## config.mk

```make
export PLATFORM = sky130hd
export DESIGN_NAME = bus_retry_ctrl
export DESIGN_NICKNAME = d
export VERILOG_FILES = /design/src/rtl/bus_retry_pkg.sv /design/src/rtl/retry_sampler.sv /design/src/rtl/retry_status.sv /design/src/rtl/master_cycle_seq.sv /design/src/rtl/bus_retry_ctrl.sv
export SDC_FILE = /design/constraint.sdc
export NUM_CORES = 1
export LEC_CHECK = 0
export ABC_AREA = 1
export CAP_MARGIN = 20
export CORE_MARGIN = 8
export CORE_UTILIZATION = 45
export DETAILED_ROUTE_END_ITERATION = 16
export DONT_BUFFER_PORTS = 1
export SLEW_MARGIN = 20
export SYNTH_ARGS = -nofsm -noshare
export SYNTH_HDL_FRONTEND = slang
export SYNTH_SLANG_ARGS = --single-unit
```

## constraint.sdc

```tcl
create_clock -name clk -period 1.33 [get_ports clk]
set_input_delay 0.0665 -clock clk [delete_from_list [all_inputs] [get_ports clk]]
set_output_delay 0.0665 -clock clk [all_outputs]
set_load 0.02 [all_outputs]
```

## src/rtl/bus_retry_pkg.sv

```systemverilog
package bus_retry_pkg;
  typedef enum logic [1:0] {
    BS_IDLE = 2'd0,
    BS_T1   = 2'd1,
    BS_T2   = 2'd2,
    BS_TH   = 2'd3
  } bus_state_e;
endpackage

```

## src/rtl/retry_sampler.sv

```systemverilog
module retry_sampler #(
  parameter int STAGES = 2
) (
  input  logic clk,
  input  logic rst,
  input  logic retry_raw,
  input  logic use_async,
  output logic retry_eff
);
  localparam int TOP = STAGES - 1;

  logic [STAGES-1:0] sync_q;

  generate
    if (STAGES == 1) begin : g_one
      always_ff @(posedge clk) begin
        if (rst) sync_q <= '0;
        else     sync_q <= retry_raw;
      end
    end else begin : g_chain
      always_ff @(posedge clk) begin
        if (rst) sync_q <= '0;
        else     sync_q <= {sync_q[STAGES-2:0], retry_raw};
      end
    end
  endgenerate

  // Direct sample when synchronous, last synchronizer stage otherwise.
  assign retry_eff = use_async ? sync_q[TOP] : retry_raw;
endmodule

```

## src/rtl/retry_status.sv

```systemverilog
module retry_status (
  input  logic clk,
  input  logic rst,
  input  logic set_i,
  input  logic clr_i,
  output logic flag_o
);
  always_ff @(posedge clk) begin
    if (rst)        flag_o <= 1'b0;
    else if (set_i) flag_o <= 1'b1;
    else if (clr_i) flag_o <= 1'b0;
  end
endmodule

```

## src/rtl/master_cycle_seq.sv

```systemverilog
module master_cycle_seq
  import bus_retry_pkg::*;
#(
  parameter int ADDR_W = 16,
  parameter int DATA_W = 32
) (
  input  logic              clk,
  input  logic              rst,
  input  logic              start_i,
  input  logic [ADDR_W-1:0] addr_i,
  input  logic              wr_i,
  input  logic [DATA_W-1:0] wdata_i,
  input  logic              ack_any,
  input  logic              retry_eff,
  input  logic              latched,
  input  logic              blocked,
  input  logic              flag,
  output bus_state_e        state_o,
  output logic [ADDR_W-1:0] bus_addr_o,
  output logic              bus_wr_o,
  output logic [DATA_W-1:0] bus_wdata_o,
  output logic              done_o,
  output logic              retry_go_o,
  output logic              flag_set_o
);
  bus_state_e state_q;
  logic       term_retry_q;
  logic       pending_q;

  assign flag_set_o = (state_q == BS_T2) && retry_eff && latched;

  always_ff @(posedge clk) begin
    if (rst) begin
      state_q      <= BS_IDLE;
      term_retry_q <= 1'b0;
      pending_q    <= 1'b0;
      done_o       <= 1'b0;
      retry_go_o   <= 1'b0;
      bus_addr_o   <= '0;
      bus_wr_o     <= 1'b0;
      bus_wdata_o  <= '0;
    end else begin
      done_o     <= 1'b0;
      retry_go_o <= 1'b0;
      case (state_q)
        BS_IDLE: begin
          if (!blocked) begin
            if (pending_q) begin
              if (!flag && !retry_eff) begin
                pending_q <= 1'b0;
                state_q   <= BS_T1;
              end
            end else if (start_i && !flag) begin
              bus_addr_o  <= addr_i;
              bus_wr_o    <= wr_i;
              bus_wdata_o <= wdata_i;
              state_q     <= BS_T1;
            end
          end
        end
        BS_T1: state_q <= BS_T2;
        BS_T2: begin
          if (retry_eff) begin
            term_retry_q <= 1'b1;
            state_q      <= BS_TH;
          end else if (ack_any) begin
            term_retry_q <= 1'b0;
            state_q      <= BS_TH;
          end
        end
        BS_TH: begin
          if (term_retry_q) begin
            if (latched || retry_eff) begin
              retry_go_o <= 1'b1;
              pending_q  <= 1'b1;
              state_q    <= BS_IDLE;
            end else begin
              term_retry_q <= 1'b0;
              state_q      <= BS_T2;
            end
          end else begin
            done_o  <= 1'b1;
            state_q <= BS_IDLE;
          end
        end
        default: state_q <= BS_IDLE;
      endcase
    end
  end

  assign state_o = state_q;

  // a retry seen in T2 always ends the cycle as a retry
  p_retry_wins_r3: assert property (@(posedge clk) disable iff (rst)
    (state_q == BS_T2 && retry_eff) |=> (state_q == BS_TH && term_retry_q));

  // illegal configuration keeps the sequencer idle
  p_cfg_idle_r6: assert property (@(posedge clk) disable iff (rst)
    (state_q == BS_IDLE && blocked) |=> (state_q == BS_IDLE));

  // unlatched retry released before Th ends returns to T2
  p_drop_to_t2_r7: assert property (@(posedge clk) disable iff (rst)
    (state_q == BS_TH && term_retry_q && !latched && !retry_eff) |=> (state_q == BS_T2));

  // no cycle starts while the status flag is set
  p_flag_hold_r9: assert property (@(posedge clk) disable iff (rst)
    (state_q == BS_IDLE && flag) |=> (state_q == BS_IDLE));

  // captured cycle attributes stay put once a cycle is under way
  p_addr_hold_r10: assert property (@(posedge clk) disable iff (rst)
    (state_q != BS_IDLE) |=> ($stable(bus_addr_o) && $stable(bus_wdata_o)));

  // the two termination pulses never coincide
  p_pulse_excl_r11: assert property (@(posedge clk) disable iff (rst)
    !(done_o && retry_go_o));
endmodule

```

## src/rtl/bus_retry_ctrl.sv

```systemverilog
module bus_retry_ctrl
  import bus_retry_pkg::*;
#(
  parameter int ADDR_W      = 16,
  parameter int DATA_W      = 32,
  parameter int N_ACK       = 3,
  parameter int SYNC_STAGES = 2
) (
  input  logic              clk,
  input  logic              rst,
  input  logic              cfg_bus_async,
  input  logic              cfg_retry_async,
  input  logic              cfg_retry_latched,
  input  logic              start_i,
  input  logic [ADDR_W-1:0] addr_i,
  input  logic              wr_i,
  input  logic [DATA_W-1:0] wdata_i,
  input  logic [N_ACK-1:0]  ack_i,
  input  logic              retry_i,
  input  logic              flag_clr_i,
  output logic [1:0]        state_o,
  output logic [ADDR_W-1:0] bus_addr_o,
  output logic              bus_wr_o,
  output logic [DATA_W-1:0] bus_wdata_o,
  output logic              done_o,
  output logic              retry_go_o,
  output logic              retry_flag_o,
  output logic              cfg_err_o
);
  logic       retry_eff;
  logic       flag_set;
  logic       use_async;
  bus_state_e seq_state;

  assign use_async = cfg_retry_async && cfg_bus_async;

  always_ff @(posedge clk) begin
    if (rst) cfg_err_o <= 1'b0;
    else     cfg_err_o <= cfg_retry_async && !cfg_bus_async;
  end

  retry_sampler #(.STAGES(SYNC_STAGES)) u_sampler (
    .clk       (clk),
    .rst       (rst),
    .retry_raw (retry_i),
    .use_async (use_async),
    .retry_eff (retry_eff)
  );

  retry_status u_status (
    .clk    (clk),
    .rst    (rst),
    .set_i  (flag_set),
    .clr_i  (flag_clr_i),
    .flag_o (retry_flag_o)
  );

  master_cycle_seq #(.ADDR_W(ADDR_W), .DATA_W(DATA_W)) u_seq (
    .clk         (clk),
    .rst         (rst),
    .start_i     (start_i),
    .addr_i      (addr_i),
    .wr_i        (wr_i),
    .wdata_i     (wdata_i),
    .ack_any     (|ack_i),
    .retry_eff   (retry_eff),
    .latched     (cfg_retry_latched),
    .blocked     (cfg_err_o),
    .flag        (retry_flag_o),
    .state_o     (seq_state),
    .bus_addr_o  (bus_addr_o),
    .bus_wr_o    (bus_wr_o),
    .bus_wdata_o (bus_wdata_o),
    .done_o      (done_o),
    .retry_go_o  (retry_go_o),
    .flag_set_o  (flag_set)
  );

  assign state_o = seq_state;

  // the flag only rises on the edge that closes T2
  p_flag_rise_r8: assert property (@(posedge clk) disable iff (rst)
    $rose(retry_flag_o) |-> ($past(seq_state) == BS_T2));
endmodule

```

==> results of run 1 <==
-- Yosys cell counts, drive strengths merged --
master	instances
clkbuf	5
inv	13
nor2	18
nor3	2
nand2	74
a21boi	1
nand3	54
buf	16
dfxtp	59
o21bai	1
a21oi	50
-- per-layer routing --
metal	routed length, um	part of all wire
met5	0	0
met4	26	0.0043
met3	713	0.12
met2	2830	0.47
met1	2470	0.41
-- power by group through the flow --
stage	clock (W)	sequential, W	combinational, W
6_report	0.00158	0.00226	0.000834
3_3_place_gp	0	0.00231	0.000810
5_1_grt	0.00173	0.00229	0.000931
3_5_place_dp	0	0.00231	0.000821
2_1_floorplan	0	0.00228	0.000649
4_1_cts	0.00163	0.00227	0.000832
-- critical path, delay by kind of cell, from the launching register on --
kind	cells	cell delay (ps)
DFF	1	320
buffers and inverters	2	270
AOI/OAI and AO/OA	1	190
and+or+nand+nor	3	340
-- state kept, by name, summed over array words and instances, names as in the netlist --
name / flops
cfg_err_o: 1
u_sampler.sync_q: 2
u_seq.bus_addr_o: 16
u_seq.bus_wdata_o: 32
u_seq.bus_wr_o: 1
u_seq.done_o: 1
u_seq.pending_q: 1
u_seq.retry_go_o: 1
u_seq.state_o: 2
u_seq.term_retry_q: 1
u_status.flag_o: 1
-- kinds of logic (layout without fill, tap and decap cells) --
logic type	Yosys count	count (layout)	share of synthesized area
AND/OR/NAND/NOR	148	148	0.291
buffers and inverters	34	45	0.0725
flip-flops	59	59	0.507
AO/OA/AOI/OAI	52	52	0.130
-- what timing repair did --
item / 4_1_cts / 5_1_grt
setup endpoints to repair: 0 / 10
hold endpoints to repair: 59 / 53
resized for setup: 0 / 2
-- worst min-delay path by stage --
stage	slack (ps)	endpoint	startpoint	cells past startpoint
2_1_floorplan	140	cfg_err_o	cfg_bus_async	1
3_3_place_gp	140	u_seq.bus_addr_o[8]	rst	1
3_5_place_dp	130	u_seq.bus_addr_o[11]	rst	1
4_1_cts	-210	u_seq.bus_addr_o[7]	rst	1
5_1_grt	-210	u_seq.bus_addr_o[10]	rst	1
6_report	-190	u_seq.bus_addr_o[10]	rst	1
-- per-stage QoR --
step	power, W	setup slack (ps)
floorplan	0.00293	76.8
CTS	0.00473	79.8
global route	0.00495	-1.65
finish	0.00468	96.5
detailed placement	0.00313	86.6
global placement	0.00312	109
-- final cells by class --
type	count	area, um2
inverter	13	48.8
fill	495	2380
clock inverter	5	52.6
tap	70	87.6
timing repair buffer	16	165
sequential	59	1180
multi-input combinational	200	981
clock buffer	11	141
==> flow_summary.ini, run 1 <==
[synthesis]
synthTopCellsByArea = dfxtp_1 51%, nand3_1 12%, nand2_1 9.8%
yosysWarnings = 0
synth_area_per_cell_um2 = 7.96
synth_top_area_frac = 0.507
yosysTopAreaCell = dfxtp_1
ys_seq_elements = 59
syn-cell-area_um2 = 2330
synthCells = 293
synth_nets = 353
ys_types = 18
ys_seq_area_frac = 0.507

[die]
die_width_um = 88.0
die_area_um2 = 7740
io_pins = 115
fp-row-count = 26
fp.dieH_um = 88.0
core_area_um2 = 5040
initial_core_util = 0.462

[global_route]
antenna_found_initial = 0
grt_usage = 0.155
grt_max_degree = 57
grt_busiest_layer = met2
use_met2 = 0.250
gr-total-overflow = 0
grt_use_met1 = 0.172
grtUsageMet3 = 0.0694
grt_pass1_wl_um = 9410
grt_pass1_vias = 1934

[timing]
fin_hold_ws_ps = -192
skew_ps = 4.61
setup_tns_ps = 0
post-route-min-period_ps = 1230
setup_violations = 0
hold_violations = 53
min_period_over_period = 0.927
relSlewSlack = 0.795
report.final.slew_viol_count = 0
clock.fmax_mhz = 811
worst_pin_slew_ps = 307

[routing]
vias = 1940
drt_pass1_iterations = 4
drc = 0
final_antenna_net_count = 0
wl_per_cell_um = 16.1
wl_um = 6030
drtIter0Drc = 87
vias_per_cell = 5.19

[run_status]
status = complete, but fails checks
violations = negative hold slack

[setup_path]
worstReg2RegEnd = u_seq.pending_q
startpoint = u_seq.state_o[0]
cp_data_required_time_ps = 1540
crit_type = flop to flop
worst_setup_path_end_kind = flop
path_max_fanout = 26
rr_worst_depth = 6
crit_end = u_seq.pending_q
cpMaxStageDelayCell = dfxtp_1
start_kind = flop
reg2reg_slack_ps = 100
arrival_ps = 1440
path_cells = inv_2 -> nand2_2 -> nor2_4 -> buf_12 -> a21boi_0 -> nor2_1
crit_path_max_incr_delay_ps = 320
r2r-start = u_seq.state_o[0]

[placed_design]
place.gp.congestion = 0.753
port_buffers = 0
dp_hpwl_um = 4120
dp.cells = 353
place_area_um2 = 2410

[clock_tree]
clk_latency_ps = 320
htree_levels = 3
clockRootBuffer = clkbuf_8
post-cts-setup-buffer-count = 0
cts_tree = built
clk_pin_slew_worst_paths_ps = 70
clockBufferDepth = 2
clock_sinks = 59
numCtsBuffers = 9
cts_hold_buf = 5

[finish]
utilization = 0.527
diodes = 0
fin_area_um2 = 2660
drive_gt1_frac = 0.178
mostFrequentLayoutCells = 61 x nand2_1, 59 x dfxtp_1, 54 x nand3_1
final_common_cell = nand2_1
final_cell_count_no_fill = 374
nets = 359
area_delta_synth_final_pct = 14.0

[power]
p_leak_nw = 1.01
p_switching_w = 0.00150
ir_worst_vdd_mv = 0.757
pwr-share-clk = 0.338
p_int_w = 0.00318
power_frac_seq = 0.484
power_density_nw_per_um2 = 1760
p_sw_frac = 0.321
p_comb_frac = 0.178

[worst_hold_path]
hold_path_class = primary input to flop

[job]
cap_violations = 0
(Power assumes the default switching activity.)
==> inputs of run 2 (changes only) <==
Clock period 1.33 ns to 1.6 ns, I/O delays scaled along.
==> flow_summary.ini, run 2 (same netlist as run 1, synthesis figures left out) <==
[timing]
setup_tns_ps = 0
fin_hold_ws_ps = 42.9
min_period_over_period = 0.834
setup_violations = 0
rsz0062_at_grt = no
relSlewSlack = 0.790
worst_pin_slew_ps = 315
hold_violations = 0
skew_ps = 11.2
clock.fmax_mhz = 749
report.final.slew_viol_count = 0
post-route-min-period_ps = 1330

[setup_path]
path_cells = inv_2 -> nand2_2 -> nor2_4 -> buf_4 -> a21boi_0 -> nor2_1
start_kind = flop
worst_setup_path_end_kind = flop
crit_type = flop to flop
cpMaxStageDelayCell = buf_4
reg2reg_slack_ps = 270
arrival_ps = 1550
cp_data_required_time_ps = 1820
crit_path_max_incr_delay_ps = 330
path_max_fanout = 31

[clock_tree]
cts_hold_buf = 54
clockRootBuffer = clkbuf_8
numCtsBuffers = 9
clk_latency_ps = 330
cts_tree = built
clockBufferDepth = 2
clock_sinks = 59
post-cts-setup-buffer-count = 0
htree_levels = 3
clk_pin_slew_worst_paths_ps = 60
postCtsResizedCells = 0

[finish]
final_common_cell = nand2_1
diodes = 0
top_register = u_seq.bus_wdata_o
nets = 408
mostFrequentLayoutCells = 61 x nand2_1, 59 x dfxtp_1, 54 x nand3_1
largest_register_ffs = 32
nFillCells = 447
area_delta_synth_final_pct = 36.3
drive_gt1_frac = 0.159
fin_area_um2 = 3180
top_regs = u_seq.bus_wdata_o (32), u_seq.bus_addr_o (16)

[run_status]
status = finished, final reports clean

[global_route]
grt_max_degree = 57
grt_usage = 0.175
antenna_found_initial = 0
gr-total-overflow = 0
grt_pass1_wl_um = 10700
grt_pass1_vias = 2131

[die]
core_area_um2 = 5040
die_area_um2 = 7740
fp.dieH_um = 88.0
die_width_um = 88.0
initial_core_util = 0.462
io_pins = 115
fp-row-count = 26

[placed_design]
place.gp.congestion = 0.763
dp_hpwl_um = 4070
place_area_um2 = 2410
port_buffers = 0

[power]
ir_worst_vdd_mv = 0.700
p_leak_nw = 1.23
power_density_nw_per_um2 = 1300

[routing]
final_antenna_net_count = 0
drt_pass1_iterations = 4
drc = 0
drtIter0Drc = 119
wl_um = 6760
vias_per_cell = 5.09
wl_per_cell_um = 16.0
vias = 2153

[job]
cap_violations = 0

[worst_hold_path]
hold_path_class = primary input to flop
==> run 2: cell type report <==
type                       count  area, um2  area share
timing repair buffer          65        666       0.210
clock buffer                  12        165      0.0520
clock inverter                 4       47.5      0.0150
multi-input combinational    200        981       0.309
tap                           70       87.6      0.0276
inverter                      13       48.8      0.0154
sequential                    59       1180       0.372
==> run 2: path summary, 6_finish.rpt <==
path                  startpoint             endpoint  cells after the start
max             u_seq.state_o[0]      u_seq.pending_q                      6
min            cfg_retry_latched      u_status.flag_o                      4
max reg2reg     u_seq.state_o[0]      u_seq.pending_q                      6
min reg2reg  u_sampler.sync_q[0]  u_sampler.sync_q[1]                      2
==> run 2: stage by stage <==
step | total power, W | std cells | utilization | worst slack, ps
4_1_cts | 0.00415 | 423 | 0.630 | 269
2_1_floorplan | 0.00244 | 293 | - | 347
3_5_place_dp | 0.00258 | 353 | 0.477 | 288
6_report | 0.00411 | 423 | 0.630 | 265
5_1_grt | 0.00433 | 423 | 0.630 | 160
3_3_place_gp | 0.00257 | 353 | 0.477 | 312
==> run 2: power by group <==
| group | internal (W) | total, W | switching [W] |
|---|---|---|---|
| logic | 0.000338 | 0.000813 | 0.000474 |
| clock network | 0.000841 | 0.00142 | 0.000579 |
| registers | 0.00162 | 0.00188 | 0.000264 |
| total | 0.00280 | 0.00411 | 0.00132 |
==> run 2: routing by layer <==
layer | vias to the layer above | wire length [um] | track usage
li1 | 1071 | - | -
met1 | 989 | 2680 | 0.194
met2 | 82 | 3310 | 0.285
met3 | 11 | 665 | 0.0713
met4 | 0 | 95 | 0.0844
met5 | - | 0 | 0
==> run 2: critical path: cells and delay by family, from the launching register on <==
kind	cells	cell delay, ps
buffers and inverters	2	400
AOI/OAI and AO/OA	1	220
DFF	1	320
and+or+nand+nor	3	270
==> inputs of run 3 (changes only) <==
Settings changed: ABC_AREA 1 to 0.
Clock period 1.6 ns to 1.25 ns, I/O delays scaled along.
==> flow_summary.ini, run 3 <==
[finish]
area_delta_synth_final_pct = 19.6
largest_register_ffs = 32
final_cell_count_no_fill = 351
diodes = 0
top_regs = u_seq.bus_wdata_o (32), u_seq.bus_addr_o (16)
drive_gt1_frac = 0.189
top_register = u_seq.bus_wdata_o
nFillCells = 474
multi_input_comb_area_um2 = 1040
utilization = 0.550
nets = 337
mostFrequentLayoutCells = 56 x dfxtp_1, 51 x a21oi_1, 48 x nand3_1
regArea_um2 = 1190
final_common_cell = dfxtp_1

[routing]
drc = 0
vias_per_cell = 5.70
vias = 2000
wl_um = 6480
drt_pass1_iterations = 4
drtIter0Drc = 109
wl_per_cell_um = 18.5
final_antenna_net_count = 0

[clock_tree]
clockBufferDepth = 2
cts_hold_buf = 6
htree_levels = 3
clk_pin_slew_worst_paths_ps = 60
clockRootBuffer = clkbuf_8
clock_sinks = 59
numCtsBuffers = 9
cts_tree = built
clk_latency_ps = 320

[synthesis]
synth_compound_area_frac = 0.255
synthCells = 270
synthXorXnorAreaFrac = 0
synth_edf_count = 0
ys_types = 33
ys_seq_elements = 59
syn-cell-area_um2 = 2320
synth_nets = 330
synth_adder_area_share = 0
synthTopCellsByArea = dfxtp_1 51%, a21oi_1 11%, nand3_1 11%
yosys.area_share.simple = 0.163
yosysTopAreaCell = dfxtp_1
synth_area_per_cell_um2 = 8.60
synthFlopType = dfxtp_1
yosysWarnings = 0
ys_top_cells_by_count = 59 x dfxtp_1, 51 x a21oi_1, 49 x nand3_1, 49 x o21ai_1, 17 x clkbuf_1
postSynth.asyncResetShare = 0
synthMostInstantiatedCell = dfxtp_1
synthMuxAreaShare = 0
synth_top_family_by_area = compound AO/OA/AOI/OAI gates
synth_top_area_frac = 0.509
ys_seq_area_frac = 0.509

[job]
cap_violations = 0

[worst_hold_path]
min_from = rst
hold_path_class = primary input to flop

[setup_path]
crit_path_max_incr_delay_ps = 580
path_max_fanout = 29
cp_data_required_time_ps = 1460
worst_setup_path_end_kind = flop
start_kind = flop
crit_type = flop to flop
arrival_ps = 1660
startpoint = u_status.flag_o
r2r-start = u_status.flag_o
cpMaxStageDelayCell = or4_4
path_cells = or4_4 -> buf_12 -> o21ai_1 -> a21oi_1

[timing]
clock.fmax_mhz = 689
setup_tns_ps = -8900
setup_violations = 51
post-route-min-period_ps = 1450
hold_violations = 54
layout_setup_ws_ps = -201
skew_ps = 7.38
min_period_over_period = 1.16
relSlewSlack = 0.807
fin_hold_ws_ps = -193
rsz0062_at_grt = yes
worst_pin_slew_ps = 289
report.final.slew_viol_count = 0

[die]
core_area_um2 = 5040
fp-row-count = 26
initial_core_util = 0.460
die_width_um = 87.8
fp.dieH_um = 87.8
die_area_um2 = 7710
io_pins = 115

[global_route]
grt_pass1_wl_um = 9860
grt_pass1_vias = 1976
grt_max_degree = 61
grt_usage = 0.163
antenna_found_initial = 0
gr-total-overflow = 0

[power]
total_power_w = 0.00458
power_density_nw_per_um2 = 1650
p_leak_nw = 0.974
ir_worst_vdd_mv = 0.785

[placed_design]
dp.cells = 328
port_buffers = 0
dp_hpwl_um = 4330
place.gp.congestion = 0.753

[run_status]
status = complete, but fails checks
violations = negative hold slack, negative setup slack
-- run 3: final cells by class --
| cell class | instances | share of cell area |
|---|---|---|
| inverters | 2 | 0.00271 |
| repair buffers | 25 | 0.106 |
| clock buffers | 12 | 0.0523 |
| multi-input cells | 180 | 0.374 |
| flip-flops and latches | 59 | 0.428 |
| well taps | 70 | 0.0316 |
| clock inverters | 3 | 0.00541 |
-- run 3: routing by layer --
layer  routed length (um)  vias up  global-route usage
met3                  828        8              0.0769
li1                     -      986                   -
met1                 2510      920               0.181
met5                    0        -                   0
met4                   89        0              0.0844
met2                 3050       86               0.254
-- run 3: power breakdown --
part	leakage, nW	internal [W]	switching [W]
Sequential	0.485	0.00203	0.000272
Combinational	0.403	0.000351	0.000478
Clock	0.0860	0.000753	0.000688
-- run 3: cells by family after synthesis --
group / Yosys count
AOI/OAI and AO/OA: 111
DFF: 59
buffers and inverters: 31
and+or+nand+nor: 69
-- run 3: metrics by stage --
step	area [um2]	setup slack (ps)
after CTS	2720	-204
after detailed placement	2490	-207
after global routing	2780	-275
final	2780	-201
after global placement	2490	-176
after floorplan	2330	-205
-- run 3: path summary, 6_finish.rpt --
check	endpoint	slack (ps)	cells past startpoint
setup / recovery	u_seq.bus_wdata_o[21]	-200	4
setup reg to reg	u_seq.bus_wdata_o[21]	-200	4
hold reg to reg	u_seq.done_o	500	1
hold / removal	u_seq.bus_wdata_o[8]	-190	1
-- run 3: what timing repair did --
action	4_1_cts	5_1_grt
endpoints found under the hold margin	59	54
setup buffers	0	1
gates cloned	0	1
gates resized for setup	4	12
endpoints found under the setup margin	51	51
-- run 3: worst max-delay path, delay by kind of cell (launching register included) --
kind	cells	cell delay, ps
compound gates	2	210
buf+inv	1	190
simple gates	1	580
flops	1	350
